==> src/rtl/ibrk_pkg.sv <==
package ibrk_pkg;
  localparam int CFG_SEL_W = 2;

  typedef enum logic [CFG_SEL_W-1:0] {
    SEL_BASE = 2'd0,
    SEL_MASK = 2'd1,
    SEL_CTRL = 2'd2,
    SEL_NONE = 2'd3
  } cfg_sel_e;

  // Control word field positions
  localparam int CTRL_EN_BIT   = 0;
  localparam int CTRL_USE_BIT  = 1;
  localparam int CTRL_ASID_LSB = 8;
endpackage

==> src/rtl/ibrk_regs.sv <==
module ibrk_regs
  import ibrk_pkg::*;
#(
  parameter int ADDR_W = 32,
  parameter int ASID_W = 8
) (
  input  logic                 clk,
  input  logic                 rst,
  input  logic                 cfg_we,
  input  logic [CFG_SEL_W-1:0] cfg_sel,
  input  logic [ADDR_W-1:0]    cfg_wdata,
  output logic [ADDR_W-1:0]    base_q,
  output logic [ADDR_W-1:0]    mask_q,
  output logic                 en_q,
  output logic                 use_q,
  output logic [ASID_W-1:0]    asid_q
);
  localparam int ASID_MSB = CTRL_ASID_LSB + ASID_W - 1;

  cfg_sel_e sel;
  assign sel = cfg_sel_e'(cfg_sel);

  always_ff @(posedge clk) begin
    if (rst) begin
      base_q <= '0;
      mask_q <= '0;
      en_q   <= 1'b0;
      use_q  <= 1'b0;
      asid_q <= '0;
    end else if (cfg_we) begin
      case (sel)
        SEL_BASE: base_q <= cfg_wdata;
        SEL_MASK: mask_q <= cfg_wdata;
        SEL_CTRL: begin
          en_q   <= cfg_wdata[CTRL_EN_BIT];
          use_q  <= cfg_wdata[CTRL_USE_BIT];
          asid_q <= cfg_wdata[ASID_MSB:CTRL_ASID_LSB];
        end
        default: ;
      endcase
    end
  end

  // a mask write lands in the register at the next edge
  assert_mask_write_R2: assert property (@(posedge clk) disable iff (rst)
    (cfg_we && cfg_sel == SEL_MASK) |=> (mask_q == $past(cfg_wdata)));

  // select 3 leaves the base register untouched
  assert_sel_none_R2: assert property (@(posedge clk) disable iff (rst)
    (cfg_we && cfg_sel == SEL_NONE) |=> $stable(base_q));
endmodule

==> src/rtl/ibrk_addr_cmp.sv <==
module ibrk_addr_cmp #(
  parameter int ADDR_W = 32
) (
  input  logic [ADDR_W-1:0] base,
  input  logic [ADDR_W-1:0] mask,
  input  logic [ADDR_W-1:0] addr,
  input  logic              isa16,
  output logic              hit
);
  logic [ADDR_W-1:0] bit_ok;

  // Bit 0 carries the ISA mode; the other bits carry the address.
  for (genvar i = 0; i < ADDR_W; i++) begin : g_bit
    if (i == 0) begin : g_mode
      assign bit_ok[i] = mask[i] | (isa16 == base[i]);
    end else begin : g_addr
      assign bit_ok[i] = mask[i] | (addr[i] == base[i]);
    end
  end

  assign hit = &bit_ok;
endmodule

==> src/rtl/ibrk_ctx_cmp.sv <==
module ibrk_ctx_cmp #(
  parameter int ASID_W = 8
) (
  input  logic              use_asid,
  input  logic [ASID_W-1:0] bp_asid,
  input  logic [ASID_W-1:0] cur_asid,
  output logic              ok
);
  assign ok = !use_asid || (bp_asid == cur_asid);
endmodule

==> src/rtl/ibrk_top.sv <==
module ibrk_top
  import ibrk_pkg::*;
#(
  parameter int ADDR_W = 32,
  parameter int ASID_W = 8
) (
  input  logic                 clk,
  input  logic                 rst,
  input  logic                 cfg_we,
  input  logic [CFG_SEL_W-1:0] cfg_sel,
  input  logic [ADDR_W-1:0]    cfg_wdata,
  input  logic                 fetch_valid,
  input  logic [ADDR_W-1:0]    fetch_addr,
  input  logic                 fetch_isa16,
  input  logic [ASID_W-1:0]    fetch_asid,
  input  logic                 fetch_ext_tail,
  output logic                 brk_req
);
  logic [ADDR_W-1:0] base_q;
  logic [ADDR_W-1:0] mask_q;
  logic              en_q;
  logic              use_q;
  logic [ASID_W-1:0] asid_q;
  logic              addr_hit;
  logic              ctx_ok;
  logic              brk_q;

  ibrk_regs #(.ADDR_W(ADDR_W), .ASID_W(ASID_W)) u_regs (
    .clk       (clk),
    .rst       (rst),
    .cfg_we    (cfg_we),
    .cfg_sel   (cfg_sel),
    .cfg_wdata (cfg_wdata),
    .base_q    (base_q),
    .mask_q    (mask_q),
    .en_q      (en_q),
    .use_q     (use_q),
    .asid_q    (asid_q)
  );

  ibrk_addr_cmp #(.ADDR_W(ADDR_W)) u_addr (
    .base  (base_q),
    .mask  (mask_q),
    .addr  (fetch_addr),
    .isa16 (fetch_isa16),
    .hit   (addr_hit)
  );

  ibrk_ctx_cmp #(.ASID_W(ASID_W)) u_ctx (
    .use_asid (use_q),
    .bp_asid  (asid_q),
    .cur_asid (fetch_asid),
    .ok       (ctx_ok)
  );

  always_ff @(posedge clk) begin
    if (rst) brk_q <= 1'b0;
    else     brk_q <= fetch_valid & ~fetch_ext_tail & en_q & addr_hit & ctx_ok;
  end

  assign brk_req = brk_q;

  // no fetch, no request in the following cycle
  assert_idle_low_R8: assert property (@(posedge clk) disable iff (rst)
    !fetch_valid |=> !brk_req);

  // trailing halfword never breaks
  assert_tail_quiet_R7: assert property (@(posedge clk) disable iff (rst)
    (fetch_valid && fetch_ext_tail) |=> !brk_req);

  // disabled breakpoint never fires
  assert_enable_gate_R5: assert property (@(posedge clk) disable iff (rst)
    !en_q |=> !brk_req);

  // ASID mismatch blocks the request when ASID-use is set
  assert_asid_gate_R6: assert property (@(posedge clk) disable iff (rst)
    (use_q && fetch_asid != asid_q) |=> !brk_req);

  // address outside the window blocks the request
  assert_outside_R3: assert property (@(posedge clk) disable iff (rst)
    !addr_hit |=> !brk_req);

  // unmasked ISA-mode mismatch blocks the request
  assert_mode_gate_R4: assert property (@(posedge clk) disable iff (rst)
    (!mask_q[0] && fetch_isa16 != base_q[0]) |=> !brk_req);
endmodule

==> config.mk <==
export PLATFORM = sky130hd
export DESIGN_NAME = ibrk_top
export DESIGN_NICKNAME = d
export VERILOG_FILES = /design/src/rtl/ibrk_pkg.sv /design/src/rtl/ibrk_regs.sv /design/src/rtl/ibrk_addr_cmp.sv /design/src/rtl/ibrk_ctx_cmp.sv /design/src/rtl/ibrk_top.sv
export SDC_FILE = /design/constraint.sdc
export NUM_CORES = 1
export LEC_CHECK = 0
export ABC_CLOCK_PERIOD_IN_PS = 2900
export CAP_MARGIN = 20
export CORE_MARGIN = 2
export CORE_UTILIZATION = 52
export DETAILED_ROUTE_END_ITERATION = 16
export PLACE_DENSITY = 0.84
export SLEW_MARGIN = 20
export SYNTH_ARGS = -nofsm -noshare
export SYNTH_HDL_FRONTEND = slang
export SYNTH_SLANG_ARGS = --single-unit
==> constraint.sdc <==
create_clock -name clk -period 2.9 [get_ports clk]
set_input_delay 0.87 -clock clk [delete_from_list [all_inputs] [get_ports clk]]
set_output_delay 0.87 -clock clk [all_outputs]
set_load 0.02 [all_outputs]
; ---- After elaboration in Yosys (flattened, before gate mapping)
; Cells that the tools add are included.
; Widths: inputs -> output; s select.
[totals]
register_bits = 75
latch_bits = 0
ramBits = 0
romBits = 0
inputBits = 80
out_inout_bits = 1
wordCells = 85
memories = 0
[classes]
n_addsub = 0
multipliers = 0
n_div = 0
order_cmp = 0
n_eq_ne = 35
n_shift = 0
muxes = 0
bitwise = 37
reduce_logical = 7
[ops]
columns = operator, n
row1 = $eq 1x1->1, 32
row2 = $or 1x1->1, 32
row3 = $reduce_and 32->1, 1
row4 = $eq 8x8->1, 1
row5 = $reduce_and 2->1, 3
row6 = $and 1x1->1, 4
row7 = $eq 2x1->1 const B, 1
row8 = $eq 2x2->1 const B, 1
row9 = $logic_not 2->1, 1
row10 = $logic_not 1->1, 1
row11 = $logic_or 1x1->1, 1
row12 = $not 1->1, 1

; ---- Longest topological paths before layout
; Gate-level depths: netlist of run 1.
[depth]
depth_word = 5
ltp_mapped = 5
ltp_nobuf = 5

; ---- By module
; From an unflattened synthesis of run 1, not the netlist that was laid out.
[hier_totals]
cells_unflattened = 346
hier_area_um2 = 3598.5
[modules_own_cells]
columns = mod, n_inst, cells_each, area_each_um2, seq_area_each_um2
row1 = ibrk_regs, 1, 279, 3055.4, 1481.4
row2 = ibrk_addr_cmp, 1, 53, 414.1, 0.0
row3 = ibrk_ctx_cmp, 1, 11, 87.6, 0.0
row4 = ibrk_top, 1, 3, 41.3, 20.0

; ---- Worst setup path after synthesis of run 1
; OpenSTA, ideal clock, no wires.
[synth_path]
path_type = input -> register
from = input port cfg_sel[1]
to = register u_regs.base_q[10]
setup_ns = 0.132
arrival_time_ns = 1.624
required_ns = 2.768
path_slack_ns = 1.144
stages = 5
n_path_buf = 2
cell_sequence = or3b_1 > buf_2 > buf_6 > nand2_2 > a21oi_1
[synth_between]
elab_chain_len = 2
[synth_rtl]
columns = element, line
row1 = "start, declared", ibrk_top.sv:10  ; input logic [CFG_SEL_W-1:0] cfg_sel,
row2 = $logic_not 2->1, ibrk_regs.sv:31  ; case (sel)
row3 = $reduce_and 2->1 (no source line), -
row4 = "end signal, assigned", ibrk_regs.sv:32  ; SEL_BASE: base_q <= cfg_wdata;
row5 = "end, declared", ibrk_regs.sv:12  ; output logic [ADDR_W-1:0] base_q,
; Every way passes these cells.
; A chain may end at the register's enable or synchronous reset.

; ---- Worst setup path after layout of run 1
[layout_path]
from = register brk_q (netlist: brk_req)
to = output port brk_req
[layout_lines]
columns = element, line
row1 = "start, declared", ibrk_top.sv:26  ; logic brk_q;
row2 = "start signal, assigned", ibrk_top.sv:58  ; else brk_q <= fetch_valid & ~fetch_ext_tail & en_q & addr_hit & ctx_ok;
row3 = "end, declared", ibrk_top.sv:17  ; output logic brk_req
; No word-level cell between the ends.

==> results of run 1 <==
## per-layer routing
| metal | up-vias | share of wire (%) | routed length [um] |
|---|---|---|---|
| met2 | 100 | 49 | 3586 |
| met4 | 0 | 1.4 | 105 |
| met1 | 1249 | 42 | 3082 |
| met5 | - | 0 | 0 |
| met3 | 9 | 7.1 | 518 |
| li1 | 1413 | - | - |
## worst reg2reg max path: stages, from the launching register on
cell,delay (ps)
dfxtp_1,320
xnor2_1,220
o22ai_1,110
nor2_1,150
o2111ai_1,130
nor3_1,210
## cells in the mapped netlist
library cell  count  area [um^2]
buf_6             3        33.78
buf_4             1        7.510
o22a_1            1        8.760
or3b_1            1        8.760
o22ai_1          14        87.58
nand3b_1          2        15.01
dfxtp_1          75         1501
nand2_1         119        446.7
nand4_1           3        18.77
nor3b_2           1        12.51
buf_2            11        55.05
clkbuf_1          8        30.03
and3b_1           1        8.760
mux2i_1          10        100.1
xnor2_1          40        350.3
o2111ai_1         2        17.52
o21ai_0           1        5.000
nand2_2          10        62.56
nor3_1            2        10.01
nor2_1           17        63.81
a21oi_1          64        320.3
## cell usage in the layout (no fill, tap or decap), drive strengths merged
cell,netlist,layout
o22a,1,1
nor3b,1,1
nand2,129,129
and3b,1,1
clkinv,0,1
o22ai,14,14
nor2,17,17
or3b,1,1
o2111ai,2,2
mux2i,10,10
o21ai,1,1
clkdlybuf4s50,0,78
xnor2,40,40
nand3b,2,2
buf,15,7
clkbuf,8,14
nor3,2,2
a21oi,64,64
dfxtp,75,75
nand4,3,3
## sequential cells by signal, indices dropped and copies added (netlist names)
signal,cells
u_regs.mask_q,32
u_regs.en_q,1
brk_req,1
u_regs.asid_q,8
u_regs.use_q,1
u_regs.base_q,32
## worst max-delay path by stage
stage / slack, ps / endpoint / cells past startpoint
after CTS: 750 / brk_req / 1
after detailed placement: 470 / u_regs.base_q[0] / 5
after global placement: 530 / u_regs.base_q[1] / 5
after global routing: 710 / brk_req / 1
final: 770 / brk_req / 1
after floorplan: 1140 / u_regs.base_q[10] / 5
## stage by stage
step                hold slack (ps)  worst slack, ps  instance area [um^2]  std cells
CTS                           457.5            745.6                  4167        538
global placement              442.7            531.5                  3969        523
global route                  476.1            706.1                  4167        538
floorplan                     436.3             1144                  3164        386
finish                        457.1            770.6                  4167        538
detailed placement            446.6            470.3                  3969        523
## cell type report
class,instances,area share (%)
tap,75,2.252
clock inverter,1,0.1201
sequential,75,36.04
clock buffer,14,4.625
timing repair buffer,85,19.94
multi-input combinational,288,37.03
## logic make-up after synthesis
group,Yosys count,share of synthesized area (%)
mux,10,3.163
simple gates,156,20.44
xor+xnor,40,11.07
compound gates,82,13.88
buf+inv,23,3.994
flops,75,47.45
## where the power goes
group / internal (mW) / switching (mW)
Clock: 0.422 / 0.350
Combinational: 0.163 / 0.120
Sequential: 1.06 / 0.0207
Total: 1.65 / 0.491
==> flow_summary_export.csv, run 1 <==
group,metric,value,unit
yosys,syn_inst,386,
floorplan,rows,28,
grt,track_usage,23.13,%
sta,worst_slew_margin_rel,50.52,%
route,firstDrtPassIters,4,
finish,fill_cells,455,
pwr,p_per_area,513.6,nW/um^2
sta,hold_viol,0,
setup_path,r2r_slack,1680,ps
clocking,cts.root.buffer_cell,"clkbuf_8",
pwr,vdd_drop_max,0.2875,mV
yosys,ys_ff_latch,75,
yosys,avgSynthCellArea,8.198,um^2
grt,grt_max_degree,75,
grt,met2_usage,38.70,%
setup_path,critPathCaptureType,"output pin",
sta,fin_crit_sh,73.43,%
finish,fin_nets,539,
route,ant_nets,0,
min_path,holdPathEnd,"u_regs.mask_q[27]",
floorplan,fp.dieH,82.01,um
grt,overflow,0,
outcome,outcome,"finished clean",
finish,seq_area,1501,um^2
yosys,synth_nets,466,
clocking,clkTransAtPathRegs,70,ps
setup_path,worstSetupPathType,"reg -> out",
setup_path,startpoint,"brk_req",
grt,antenna_found_initial,0,
finish,utilization,70.79,%
grt,grt_pass1_vias,2595,
floorplan,start_util,53.76,%
setup_path,reg2regPathDepth,5,
route,drc_errors,0,
clocking,cts_sinks,75,
setup_path,crit_chain,"clkdlybuf4s50_1",
min_path,hold_depth,2,
route,vias_per_cell,5.151,
clocking,cts_max_level,3,
setup_path,cp_num_buf_inv,1,
grt,grt_use_met3,5.055,%
clocking,cts_tree,"done",
yosys,ys_seq_area_share,47.45,%
floorplan,io_pins,81,
placed_design,gp_congestion,0.7468,
setup_path,cp_data_arrival_time,1260,ps
placed_design,port_buffers,79,
floorplan,fp.dieArea,6725,um^2
sta,slew_violations,0,
setup_path,path_max_fanout,1,
pwr,p_leak,1.455,nW
setup_path,crit_path_max_incr_delay,600,ps
placed_design,dp_hpwl,4925,um
grt,use_met1,28.66,%
route,vias,2771,
clocking,clockBufferDepth,2,
finish,diodes,0,
sta,worst_slew_pin_slew,742.2,ps
sta,tns,0,ps
clocking,numCtsBuffers,9,
clocking,clock_latency,340,ps
grt,grt_pass1_wl,11520,um
clocking,ctsHoldBuffers,0,
route,avgRoutedWirePerCell,13.56,um
yosys,ys_types,21,
setup_path,r2r-end,"brk_req",
job,cap_violations,0,
sta,max_freq,0.4696,GHz
yosys,netlist_area,3164,um^2
clocking,cts_resized,0,
route,drt-total-wl,7293,um
pwr,power,2.140,mW
sta,grt_setup_unrepaired,"false",
route,drt_iter0_markers,241,
floorplan,core_region_area,5886,um^2
sta,min_period,2129,ps
min_path,min_path_type,"reg -> reg",
floorplan,die_x,82.01,um
sta,setup_viol,0,
setup_path,crit_path_start_kind,"flop",
setup_path,cp.required,2030,ps
setup_path,reg2reg_from,"u_regs.base_q[24]",
setup_path,cp_top_family,"buffers and inverters",
sta,fin_skew,4.800,ps
grt,grt_busiest_layer,"met2",
finish,multi_input_area,1543,um^2
finish,syn_to_final_growth,31.67,%
clocking,cts_setup_buffers,0,
min_path,worstHoldStart,"u_regs.mask_q[27]",
finish,drive_gt1_share,7.127,%
yosys,synth_warnings,0,
setup_path,slowest_stage,"clkdlybuf4s50_1",
No activity file was read; power rests on OpenSTA's default activity.
==> run 2, diff against run 1 <==
--- a/config.mk
+++ b/config.mk
@@ -5,12 +5,12 @@
 export SDC_FILE = /design/constraint.sdc
 export NUM_CORES = 1
 export LEC_CHECK = 0
-export ABC_CLOCK_PERIOD_IN_PS = 2900
+export ABC_CLOCK_PERIOD_IN_PS = 1900
 export CAP_MARGIN = 20
 export CORE_MARGIN = 2
-export CORE_UTILIZATION = 52
+export CORE_UTILIZATION = 44
 export DETAILED_ROUTE_END_ITERATION = 16
-export PLACE_DENSITY = 0.84
+export PLACE_DENSITY = 0.76
 export SLEW_MARGIN = 20
 export SYNTH_ARGS = -nofsm -noshare
 export SYNTH_HDL_FRONTEND = slang
==> constraint.sdc (replaced) <==
create_clock -name clk -period 1.9 [get_ports clk]
set_input_delay 0.57 -clock clk [delete_from_list [all_inputs] [get_ports clk]]
set_output_delay 0.57 -clock clk [all_outputs]
set_load 0.02 [all_outputs]
==> run 2 against run 1 <==
  * Clock skew increased by 1.2 ps
  * Via count decreased by 1.6%
  * Final area increased by 3.0%
  * Utilization decreased by 8.3 points
  * Sequential power increased by 53%
==> flow_summary_export.csv, run 2 (same netlist as run 1, synthesis figures left out) <==
group,metric,value,unit
outcome,outcome,"finished clean",
floorplan,start_util,46.07,%
placed_design,dpl_cell_area,4105,um^2
setup_path,critPathCaptureType,"output pin",
setup_path,crit_chain,"clkdlybuf4s50_1",
setup_path,worstSetupPathType,"reg -> out",
sta,min_period,1830,ps
finish,final_cell_mix,"nand2_1, clkdlybuf4s50_1, dfxtp_1",
setup_path,slowest_stage,"clkdlybuf4s50_1",
finish,diodes,0,
setup_path,cp_data_arrival_time,1260,ps
finish,layout_commonest_cell,"nand2_1",
pwr,vdd_drop_max,0.5046,mV
setup_path,r2r_slack,760,ps
floorplan,die_x,88.81,um
grt,antenna_found_initial,0,
clocking,cts_setup_buffers,0,
placed_design,dp_hpwl,5210,um
placed_design,gp_congestion,0.7878,
finish,drive_gt1_share,8.051,%
sta,fin_skew,6.042,ps
finish,seq_area,1501,um^2
grt,grt_pass1_vias,2501,
job,cap_violations,0,
sta,fin_crit_sh,96.31,%
placed_design,port_buffers,79,
finish,multi_input_area,1543,um^2
setup_path,crit_path_start_kind,"flop",
setup_path,crit_path_max_incr_delay,610,ps
clocking,cts_resized,0,
finish,fin_nets,547,
pwr,p_leak,1.502,nW
route,ant_nets,0,
sta,slew_violations,0,
route,drc_errors,0,
floorplan,core_region_area,6869,um^2
route,drt_iter0_markers,140,
setup_path,cp_num_buf_inv,1,
sta,setup_viol,0,
route,drt-total-wl,7382,um
floorplan,fp.dieArea,7886,um^2
floorplan,fp.dieH,88.81,um
sta,tns,0,ps
floorplan,io_pins,81,
route,firstDrtPassIters,4,
sta,worst_slew_margin_rel,51.00,%
finish,final_cell_area,4293,um^2
sta,grt_setup_unrepaired,"false",
setup_path,cp.required,1330,ps
grt,grt_pass1_wl,11830,um
grt,grt_max_degree,75,
finish,syn_to_final_growth,35.67,%
pwr,p_per_area,766.8,nW/um^2
floorplan,rows,30,
clocking,cts_tree,"done",
clocking,numCtsBuffers,9,
clocking,cts.root.buffer_cell,"clkbuf_8",
setup_path,cp_top_family,"buffers and inverters",
sta,hold_viol,0,
min_path,min_path_type,"reg -> reg",
sta,max_freq,0.5465,GHz
grt,overflow,0,
sta,worst_slew_pin_slew,735.0,ps
pwr,power,3.292,mW
clocking,cts_max_level,3,
setup_path,path_max_fanout,1,
clocking,clkTransAtPathRegs,70,ps
clocking,clock_latency,330,ps
clocking,clockBufferDepth,2,
route,avgRoutedWirePerCell,13.00,um
clocking,ctsHoldBuffers,0,
grt,track_usage,19.72,%
finish,reg_top3,"u_regs.base_q (32), u_regs.mask_q (32), u_regs.asid_q (8)",
finish,fill_cells,634,
clocking,cts_sinks,75,
route,vias_per_cell,4.801,
route,vias,2727,
## run 2: report_power, final
part | switching (mW) | internal, mW
logic | 0.185 | 0.266
registers | 0.0308 | 1.62
clock network | 0.542 | 0.644
## run 2: final timing paths
check,from,end,cells after the start
worst max-delay path,brk_req,brk_req,1
worst min-delay path,u_regs.mask_q[13],u_regs.mask_q[13],2
worst max register to register,u_regs.base_q[24],brk_req,5
worst min register to register,u_regs.mask_q[13],u_regs.mask_q[13],2
## run 2: final cells by class
cell class | count | area share (%)
clock buffers | 14 | 3.556
clock inverters | 2 | 0.8161
multi-input cells | 288 | 35.94
flip-flops and latches | 75 | 34.98
well taps | 96 | 2.798
repair buffers | 93 | 21.92
## run 2: per-stage QoR
step / hold slack (ps) / instances / setup WS (ps) / utilization [%]
after global routing: 477.3 / 568 / 33.32 / 62.50
after detailed placement: 447.7 / 552 / -97.63 / 59.76
after CTS: 458.1 / 568 / 60.04 / 62.50
after floorplan: 436.3 / 386 / 444.0 / -
after global placement: 443.0 / 552 / -67.49 / 59.76
final: 456.6 / 568 / 70.05 / 62.50
## run 2: per-layer routing
| layer | vias up | part of all wire (%) | track usage (%) |
|---|---|---|---|
| li1 | 1428 | - | - |
| met1 | 1230 | 46 | 27.13 |
| met4 | 0 | 1.5 | 7.025 |
| met5 | - | 0 | 0 |
| met2 | 60 | 47 | 30.87 |
| met3 | 9 | 5.4 | 3.825 |
==> run 3, diff against run 2 <==
--- a/config.mk
+++ b/config.mk
@@ -10,7 +10,7 @@
 export CORE_MARGIN = 2
 export CORE_UTILIZATION = 44
 export DETAILED_ROUTE_END_ITERATION = 16
-export PLACE_DENSITY = 0.76
+export PLACE_DENSITY = 0.84
 export SLEW_MARGIN = 20
 export SYNTH_ARGS = -nofsm -noshare
 export SYNTH_HDL_FRONTEND = slang
==> run 3 against run 2 <==
  * Clock power barely moved
  * Critical path depth stayed put
  * Via count up 1.9%
  * Largest cell class unchanged
  * Combinational power hardly changed
  * Register-to-register slack hardly changed
  * Die area unchanged
  * Count of clock-buffer cells in the layout shrank 4
==> flow_summary_export.csv, run 3 (same netlist as run 1, synthesis figures left out) <==
group,metric,value,unit
setup_path,cp_top_family,"buffers and inverters",
floorplan,die_x,88.81,um
sta,setup_viol,0,
route,avgRoutedWirePerCell,13.31,um
clocking,cts.root.buffer_cell,"clkbuf_8",
grt,grt_max_degree,75,
setup_path,critPathCaptureType,"output pin",
finish,diodes,0,
setup_path,cp_data_arrival_time,1280,ps
sta,hold_ws,456.1,ps
route,drt-total-wl,7519,um
placed_design,port_buffers,79,
route,firstDrtPassIters,4,
floorplan,core_region_area,6869,um^2
pwr,p_sw_share,23.68,%
setup_path,worstSetupEndpoint,"brk_req",
setup_path,r2r-end,"brk_req",
sta,tns,0,ps
route,vias_per_cell,4.917,
placed_design,dp_hpwl,5297,um
finish,utilization,61.97,%
min_path,min_path_type,"reg -> reg",
setup_path,worstSetupPathType,"reg -> out",
setup_path,crit_path_max_incr_delay,610,ps
finish,final_cell_mix,"nand2_1, clkdlybuf4s50_1, dfxtp_1",
sta,grt_setup_unrepaired,"false",
pwr,p_leak,1.494,nW
setup_path,startpoint,"brk_req",
pwr,switchingPower,0.7801,mW
pwr,seq_power_share,50.2,%
floorplan,fp.dieH,88.81,um
floorplan,fp.dieArea,7886,um^2
route,vias,2778,
setup_path,cp.required,1330,ps
finish,final_cells,565,
clocking,ctsHoldBuffers,0,
sta,worst_slew_pin_slew,744.2,ps
placed_design,place_inst,550,
pwr,vdd_drop_max,0.4091,mV
clocking,clock_latency,340,ps
sta,slew_violations,0,
floorplan,rows,30,
clocking,cts_resized,0,
job,cap_violations,0,
pwr,cellInternalPower,2.514,mW
finish,drive_gt1_share,8.316,%
finish,final_cell_area,4257,um^2
finish,reg_top3,"u_regs.base_q (32), u_regs.mask_q (32), u_regs.asid_q (8)",
finish,fin_nets,545,
grt,track_usage,20.12,%
pwr,p_per_area,773.9,nW/um^2
sta,fin_crit_sh,97.60,%
setup_path,r2r_slack,750,ps
setup_path,cp_num_cells,1,
setup_path,slowest_stage,"clkdlybuf4s50_1",
clocking,cts_tree,"done",
clocking,clockBufferDepth,2,
pwr,clockPowerShare,36.2,%
setup_path,crit_path_start_kind,"flop",
route,ant_nets,0,
outcome,outcome,"finished clean",
clocking,clkTransAtPathRegs,70,ps
sta,min_period,1854,ps
sta,fin_skew,7.770,ps
setup_path,cp_num_buf_inv,1,
grt,grt_pass1_vias,2724,
grt,antenna_found_initial,0,
finish,layout_commonest_cell,"nand2_1",
route,drc_errors,0,
grt,overflow,0,
pwr,power_frac_comb,13.6,%
setup_path,reg2reg_from,"u_regs.base_q[24]",
grt,grt_pass1_wl,12170,um
clocking,cts_setup_buffers,0,
finish,syn_to_final_growth,34.52,%
clocking,cts_sinks,75,
setup_path,crit_chain,"clkdlybuf4s50_1",
clocking,cts_max_level,3,
floorplan,io_pins,81,
floorplan,start_util,46.07,%
placed_design,gp_congestion,0.7644,
clocking,numCtsBuffers,9,
sta,worst_slew_margin_rel,50.39,%
route,drt_iter0_markers,134,
sta,hold_viol,0,
placed_design,dpl_cell_area,4065,um^2
setup_path,path_max_fanout,1,
sta,max_freq,0.5393,GHz
setup_path,reg2regPathDepth,5,
==> run 3: changes by cell type in the layout (fill, tap and decap cells not counted), sizes merged <==
cell	previous run	this run
clkbuf	14	10
buf	15	13
clkinv	1	4
==> run 3: stage by stage <==
stage | power (mW) | setup slack [ps]
2_1_floorplan | 1.892 | 444.0
3_3_place_gp | 2.128 | -28.91
3_5_place_dp | 2.138 | -53.20
4_1_cts | 3.317 | 42.98
5_1_grt | 3.435 | 13.63
6_report | 3.294 | 45.66
==> run 3: routing by layer <==
layer  vias to the layer above  GRT usage, %  part of all wire (%)
li1                       1429             -                     -
met1                      1256         25.24                    45
met2                        83         34.12                    49
met3                        10         3.358                   5.4
met4                         0         8.402                   1.4
met5                         -             0                     0
==> run 3: cell type report <==
cell class	count	area, um^2
clock inverters	5	53.80
multi-input cells	288	1543
clock buffers	10	137.6
repair buffers	91	900.9
well taps	96	120.1
fillers	601	2613
flip-flops and latches	75	1501
==> run 3: how the worst min path moves through the flow <==
| stage | from | to | slack, ps | depth (start not counted) |
|---|---|---|---|---|
| 6_report | u_regs.mask_q[1] | u_regs.mask_q[1] | 460 | 2 |
| 3_3_place_gp | u_regs.mask_q[16] | u_regs.mask_q[16] | 440 | 2 |
| 2_1_floorplan | u_regs.mask_q[11] | u_regs.mask_q[11] | 440 | 2 |
| 4_1_cts | u_regs.mask_q[1] | u_regs.mask_q[1] | 460 | 2 |
| 3_5_place_dp | u_regs.mask_q[1] | u_regs.mask_q[1] | 450 | 2 |
| 5_1_grt | u_regs.mask_q[1] | u_regs.mask_q[1] | 470 | 2 |
==> run 3: tightest hold or removal path, delay by kind of cell, from the launching register on <==
kind | cells | cell delay [ps]
and+or+nand+nor | 1 | 50
AOI/OAI and AO/OA | 1 | 50
DFF | 1 | 310
==> run 3: power by group through the flow <==
stage	logic, mW	clock network, mW	registers, mW
after detailed placement	0.447	0	1.69
after global routing	0.487	1.29	1.66
after global placement	0.440	0	1.69
after CTS	0.451	1.21	1.65
after floorplan	0.208	0	1.68
final	0.448	1.19	1.65
